--- src/rtl/snpPkg.sv ---
package snpPkg;
  localparam int POT_W = 10;

  typedef logic signed [POT_W-1:0] pot_t;

  // strobes from sequencer to datapath
  typedef struct packed {
    logic       latch;
    logic       inAdd;
    logic [7:0] inIdx;
    logic       shiftAdd;
    logic       commit;
    logic [3:0] accSel;
    logic [3:0] term;
    logic       finish;
  } strobe_t;

  function automatic pot_t satAdd(pot_t a, pot_t b);
    logic signed [POT_W:0] s;
    s = {a[POT_W-1], a} + {b[POT_W-1], b};
    if (s[POT_W] != s[POT_W-1])
      return s[POT_W] ? {1'b1, {(POT_W-1){1'b0}}} : {1'b0, {(POT_W-1){1'b1}}};
    return s[POT_W-1:0];
  endfunction
endpackage

--- src/rtl/snpCtrl.sv ---
module snpCtrl
  import snpPkg::*;
#(
  parameter int NIN   = 12,
  parameter int NSYN  = 2,
  parameter int NTERM = 1
) (
  input  logic    clk,
  input  logic    rstN,
  input  logic    start,
  output logic    busy,
  output logic    done,
  output strobe_t stb
);
  localparam int TICKS = NIN + (NSYN + 1) * (NTERM + 1);
  localparam int CW    = $clog2(TICKS);

  logic [CW-1:0] cnt;

  always_ff @(posedge clk or negedge rstN) begin
    if (!rstN) begin
      busy <= 1'b0;
      done <= 1'b0;
      cnt  <= '0;
    end else begin
      done <= 1'b0;
      if (!busy) begin
        if (start) begin
          busy <= 1'b1;
          cnt  <= '0;
        end
      end else if (cnt == CW'(TICKS - 1)) begin
        busy <= 1'b0;
        done <= 1'b1;
      end else begin
        cnt <= cnt + 1'b1;
      end
    end
  end

  always_comb begin
    int r, g, p;
    r   = 0;
    g   = 0;
    p   = 0;
    stb = '0;
    stb.latch = start && !busy;
    if (busy) begin
      if (int'(cnt) < NIN) begin
        stb.inAdd = 1'b1;
        stb.inIdx = 8'(cnt);
      end else begin
        r = int'(cnt) - NIN;
        g = r / (NTERM + 1);
        p = r % (NTERM + 1);
        // synapses first (1..NSYN), membrane (0) last
        stb.accSel = (g < NSYN) ? 4'(g + 1) : 4'd0;
        if (p < NTERM) begin
          stb.shiftAdd = 1'b1;
          stb.term     = 4'(p);
        end else begin
          stb.commit = 1'b1;
          stb.finish = (g == NSYN);
        end
      end
    end
  end
endmodule

--- src/rtl/snpDatapath.sv ---
module snpDatapath
  import snpPkg::*;
#(
  parameter int NIN        = 12,
  parameter int NSYN       = 2,
  parameter int NTERM      = 1,
  parameter logic [NIN*POT_W-1:0]        WEIGHTS = '0,
  parameter logic [NIN*4-1:0]            TARGETS = '0,
  parameter logic [(NSYN+1)*NTERM*4-1:0] SHIFTS  = '0,
  parameter int REFR_STEPS = 2,
  parameter int THRESH     = 255,
  parameter int RESET_V    = -255
) (
  input  logic           clk,
  input  logic           rstN,
  input  strobe_t        stb,
  input  logic [NIN-1:0] spikeIn,
  output logic           spikeOut,
  output pot_t           memOut
);
  localparam int AW = $clog2(NSYN + 1);
  localparam int IW = $clog2(NIN);
  localparam int RW = $clog2(REFR_STEPS + 1);
  localparam int SW = POT_W + 2;

  pot_t       wMem [NIN];
  logic [3:0] tMem [NIN];
  logic [3:0] shTab[NSYN+1][NTERM];

  for (genvar i = 0; i < NIN; i++) begin : g_wmem
    assign wMem[i] = WEIGHTS[i*POT_W +: POT_W];
    assign tMem[i] = TARGETS[i*4 +: 4];
  end
  for (genvar a = 0; a <= NSYN; a++) begin : g_acc
    for (genvar t = 0; t < NTERM; t++) begin : g_term
      assign shTab[a][t] = SHIFTS[(a*NTERM+t)*4 +: 4];
    end
  end

  pot_t                  acc[NSYN+1];
  logic signed [SW-1:0]  sumReg;
  logic [NIN-1:0]        spkReg;
  logic [RW-1:0]         refrCnt;

  logic [AW-1:0]         selIdx;
  logic [IW-1:0]         inIdx;
  logic [AW-1:0]         tgtIdx;
  pot_t                  selVal;
  logic signed [SW-1:0]  selWide, shifted, sumNext, decWide;
  logic [3:0]            shAmt, minK;
  logic [POT_W-1:0]      lowMask;
  logic                  corr, fire;
  pot_t                  decVal;

  assign selIdx  = AW'(stb.accSel);
  assign inIdx   = IW'(stb.inIdx);
  assign tgtIdx  = AW'(tMem[inIdx]);
  assign selVal  = acc[selIdx];
  assign selWide = {{2{selVal[POT_W-1]}}, selVal};

  always_comb begin
    shAmt = shTab[selIdx][0];
    minK  = 4'hF;
    for (int t = 0; t < NTERM; t++) begin
      if (stb.term == 4'(t)) shAmt = shTab[selIdx][t];
      if (shTab[selIdx][t] < minK) minK = shTab[selIdx][t];
    end
    for (int b = 0; b < POT_W; b++) lowMask[b] = (b < int'(minK));
  end

  assign shifted = selWide >>> shAmt;
  assign sumNext = ((stb.term == 4'd0) ? '0 : sumReg) + shifted;
  // round-off fix: positive values with residue bits lose the +1
  assign corr    = !selVal[POT_W-1] && ((selVal & lowMask) != '0);
  assign decWide = selWide + ~sumReg + SW'(!corr);
  assign decVal  = decWide[POT_W-1:0];
  assign fire    = (int'(decVal) >= THRESH);

  always_ff @(posedge clk or negedge rstN) begin
    if (!rstN) begin
      for (int a = 0; a <= NSYN; a++) acc[a] <= '0;
      sumReg   <= '0;
      spkReg   <= '0;
      refrCnt  <= '0;
      spikeOut <= 1'b0;
    end else begin
      spikeOut <= 1'b0;
      if (stb.latch) spkReg <= spikeIn;
      if (stb.inAdd && spkReg[inIdx] && refrCnt == '0)
        acc[tgtIdx] <= satAdd(acc[tgtIdx], wMem[inIdx]);
      if (stb.shiftAdd) sumReg <= sumNext;
      if (stb.commit && !stb.finish) begin
        acc[0]      <= satAdd(acc[0], selVal);
        acc[selIdx] <= decVal;
      end
      if (stb.finish) begin
        acc[0]   <= fire ? POT_W'(RESET_V) : decVal;
        spikeOut <= fire;
        if (fire)                refrCnt <= RW'(REFR_STEPS);
        else if (refrCnt != '0)  refrCnt <= refrCnt - 1'b1;
      end
    end
  end

  assign memOut = acc[0];
endmodule

--- src/rtl/spikeNeuronPe.sv ---
module spikeNeuronPe
  import snpPkg::*;
#(
  parameter int NIN   = 12,
  parameter int NSYN  = 2,
  parameter int NTERM = 1,
  parameter logic [NIN*POT_W-1:0] WEIGHTS = {
    10'(-300), 10'(70), 10'(-40), 10'(30), 10'(50), 10'(-300),
    10'(511), 10'(200), 10'(60), 10'(100), 10'(-17), 10'(1)},
  parameter logic [NIN*4-1:0] TARGETS = {
    4'd0, 4'd0, 4'd1, 4'd2, 4'd1, 4'd0, 4'd0, 4'd0, 4'd2, 4'd1, 4'd0, 4'd0},
  parameter logic [(NSYN+1)*NTERM*4-1:0] SHIFTS = {4'd3, 4'd2, 4'd4},
  parameter int REFR_STEPS = 2,
  parameter int THRESH     = 255,
  parameter int RESET_V    = -255
) (
  input  logic             clk,
  input  logic             rstN,
  input  logic             start,
  input  logic [NIN-1:0]   spikeIn,
  output logic             busy,
  output logic             done,
  output logic             spikeOut,
  output logic [POT_W-1:0] memOut
);
  localparam int STEP_TICKS = NIN + (NSYN + 1) * (NTERM + 1);

  strobe_t stb;
  pot_t    memVal;

  snpCtrl #(.NIN(NIN), .NSYN(NSYN), .NTERM(NTERM)) u_ctrl (
    .clk(clk), .rstN(rstN), .start(start),
    .busy(busy), .done(done), .stb(stb)
  );

  snpDatapath #(
    .NIN(NIN), .NSYN(NSYN), .NTERM(NTERM),
    .WEIGHTS(WEIGHTS), .TARGETS(TARGETS), .SHIFTS(SHIFTS),
    .REFR_STEPS(REFR_STEPS), .THRESH(THRESH), .RESET_V(RESET_V)
  ) u_dp (
    .clk(clk), .rstN(rstN), .stb(stb), .spikeIn(spikeIn),
    .spikeOut(spikeOut), .memOut(memVal)
  );

  assign memOut = memVal;
endmodule

--- config.mk ---
export PLATFORM = sky130hd
export DESIGN_NAME = spikeNeuronPe
export DESIGN_NICKNAME = d
export VERILOG_FILES = /design/src/rtl/snpPkg.sv /design/src/rtl/snpCtrl.sv /design/src/rtl/snpDatapath.sv /design/src/rtl/spikeNeuronPe.sv
export SDC_FILE = /design/constraint.sdc
export NUM_CORES = 1
export LEC_CHECK = 0
export ABC_CLOCK_PERIOD_IN_PS = 22800
export BUFFER_PORTS_ARGS = -buffer_cell sky130_fd_sc_hd__buf_2
export CAP_MARGIN = 20
export CORE_UTILIZATION = 35
export CTS_BUF_LIST = sky130_fd_sc_hd__clkbuf_4
export CTS_CLUSTER_DIAMETER = 80
export DETAILED_ROUTE_END_ITERATION = 8
export SYNTH_ARGS = -nofsm -noshare
export SYNTH_HDL_FRONTEND = slang
export SYNTH_SLANG_ARGS = --single-unit
--- constraint.sdc ---
create_clock -name clk -period 22.8 [get_ports clk]
set_clock_uncertainty 0.2 [all_clocks]
set_input_delay 3.42 -clock clk [delete_from_list [all_inputs] [get_ports clk]]
set_output_delay 3.42 -clock clk [all_outputs]
set_load 0.005 [all_outputs]
==> impl_metrics.toml <==
[synth]
yosysSeqAreaShare_pct = 23.4
ys_async_sr_fraction_pct = 100
synth_cell_type_count = 77
syn_inst = 835
avgSynthCellArea_sq_um = 7.94
netlist_area_sq_um = 6630
synth_warnings = 0
synth_top_area_share_pct = 23.4
synthTopCellsByCount = "nand2_1, a21oi_1, nor2_1"
ys_ff_latch = 62
yosysTopAreaCell = "dfrtp_1"
synth-edff-count = 0
yosys-top-cells-area = "dfrtp_1, ha_1, a21oi_1, mux2i_1, nand2_1"
synth.net_count = 918
synth-main-ff-cell = "dfrtp_1"
synth_most_common_cell = "nand2_1"

[global_route]
grt_pass1_wl_microns = 30100
grt_pass1_vias = 5647
grt_util_all_layers_pct = 19.6
overflow = 0
antenna_found_initial = 1
grt_max_degree = 63

[routing]
drc = 0
num_vias = 6086
drtAntennaViolNets = 0
post_drt_via_cell_ratio = 5.72
wl_per_cell_microns = 17.6
firstDrtPassIters = 5
drt_wl_total_microns = 18700
drt-initial-drc-count = 466

[floorplanning]
core-area_sq_um = 18300
ios = 28
rows = 49
die_h_microns = 140
die_x_microns = 140
die_area_sq_um = 19500
initial_core_util_pct = 36.3

[setup_path]
slowest_delay_ns = 0.74
crit_arrival_ns = 8.22
r2r_end = "u_dp.refrCnt[1]"
slowest_stage = "dfrtp_1"
path_max_fanout = 19
critPathCaptureType = "flop"
r2r_slack_ns = 14.75
reg2reg_from = "u_ctrl.cnt[0]"
start_kind = "flop"
cp.required_ns = 22.97
path_buf_inv = 2
reg2regPathDepth = 26
path_class = "reg -> reg"
critical_path.top_delay_family = "compound AO/OA/AOI/OAI gates"
cpMostUsedCell = "ha_1"

[clocking]
htreeDepth = 3
clk_pin_slew_worst_paths_ns = 0.13
cts_tree = "built"
cts-root-buf = "clkbuf_4"
cts_resized = 0
clk_path_buf_depth = 2
numCtsBuffers = 9
cts.sinks = 62
cts_setup_buffers = 0
clkLatencyLatePin_ns = 0.46
cts_hold_buf = 0

[timing]
worst_pin_slew_ns = 1.11
fin_crit_sh_pct = 35.3
relSlewSlack_pct = 25.8
final.min_clock_period_ns = 8.05
fin_tns_setup_ns = 0
fmax_ghz = 0.124
rsz0062_at_grt = "false"
finalHoldViolations = 0
slew_violations = 0
setup_viol = 0

[run_status]
outcome = "finished, final reports clean"

[worst_hold_path]
min_from = "u_dp.spkReg[8]"
holdPathEnd = "u_dp.spkReg[8]"
min-delay-path-class = "reg -> reg"
hold_depth = 2

[final_layout]
drive_gt1_share_pct = 8.03
nets = 912
area_growth_pct = 6.39

[place]
gp_congestion = 0.879
io_buffers = 27
hpwl_microns = 14200

[run]
maxCapViolCount = 0
worst max-delay path by stage:
stage / from / end / slack, ns / cells past startpoint
2_1_floorplan: u_ctrl.cnt[3] / u_dp.refrCnt[1] / 15.67 / 30
4_1_cts: u_ctrl.cnt[0] / u_dp.refrCnt[1] / 14.81 / 26
6_report: u_ctrl.cnt[0] / u_dp.refrCnt[1] / 14.75 / 26
3_5_place_dp: u_ctrl.cnt[0] / u_dp.refrCnt[1] / 14.84 / 26
5_1_grt: u_ctrl.cnt[0] / u_dp.refrCnt[1] / 14.15 / 26
3_3_place_gp: u_ctrl.cnt[0] / u_dp.refrCnt[1] / 14.99 / 26
per-layer routing:
layer / part of all wire [%] / track usage [%] / up-vias / routed length [microns]
li1: - / - / 3025 / -
met1: 50 / 27.8 / 2864 / 9290
met2: 43 / 29.5 / 163 / 8050
met3: 4.6 / 3.41 / 34 / 860
met4: 2.7 / 7.29 / 0 / 497
met5: 0 / 0 / - / 0
sequential cells by signal, summed over array words and instances (netlist names):
name           cells
u_dp.memOut       10
u_dp.spkReg       12
u_dp.refrCnt       2
u_ctrl.cnt         5
u_dp.spikeOut      1
u_ctrl.busy        1
u_ctrl.done        1
u_dp.acc          20
u_dp.sumReg       10
area by class of cell:
cell class	count	area (sq um)
clock inverters	7	120
diodes	1	2.50
multi-input cells	670	4660
repair buffers	30	160
flip-flops and latches	62	1550
inverters	56	210
clock buffers	9	67.6
fillers	1929	11200
well taps	229	287
worst min-delay path, delay by kind of cell, from the launching register on:
family	cells	cell delay, ns
DFF	1	0.36
and+or+nand+nor	2	0.10
stage by stage:
stage	worst slack [ns]	hold WS (ns)	utilization, %	std cells	cell area, sq um
after floorplan	15.67	0.245	-	835	6630
after global placement	14.99	0.264	37.5	1046	6860
after detailed placement	14.84	0.266	37.6	1047	6870
after CTS	14.81	0.297	38.6	1063	7060
after global routing	14.15	0.316	38.6	1064	7060
final	14.75	0.293	38.6	1064	7060
cells in the final DEF, fill, tap and decap left out, types with 12 or more instances in the layout:
cell type,instances
nand2b_1,12
xnor2_1,17
inv_1,55
dfrtp_1,62
a21o_1,13
nand2_1,86
ha_1,63
nor2_1,65
nand3_1,29
o21ai_0,56
buf_2,27
a21oi_1,75
mux2i_1,36
xor2_1,14
cell families (layout without fill, tap and decap cells):
family	count (synthesis)	count (layout)	synth area share (%)
DFF	62	62	23.4
buffers and inverters	103	102	6.47
and+or+nand+nor	260	260	18.4
xor gates and xnor gates	32	32	4.43
muxes	42	42	6.79
adders and majority gates	73	73	14.1
other	0	1	0
AOI/OAI and AO/OA	263	263	26.3
Power is left out: the tool's default activity adds up to more than one toggle a clock period on the data nets, which glitch-free logic cannot reach.
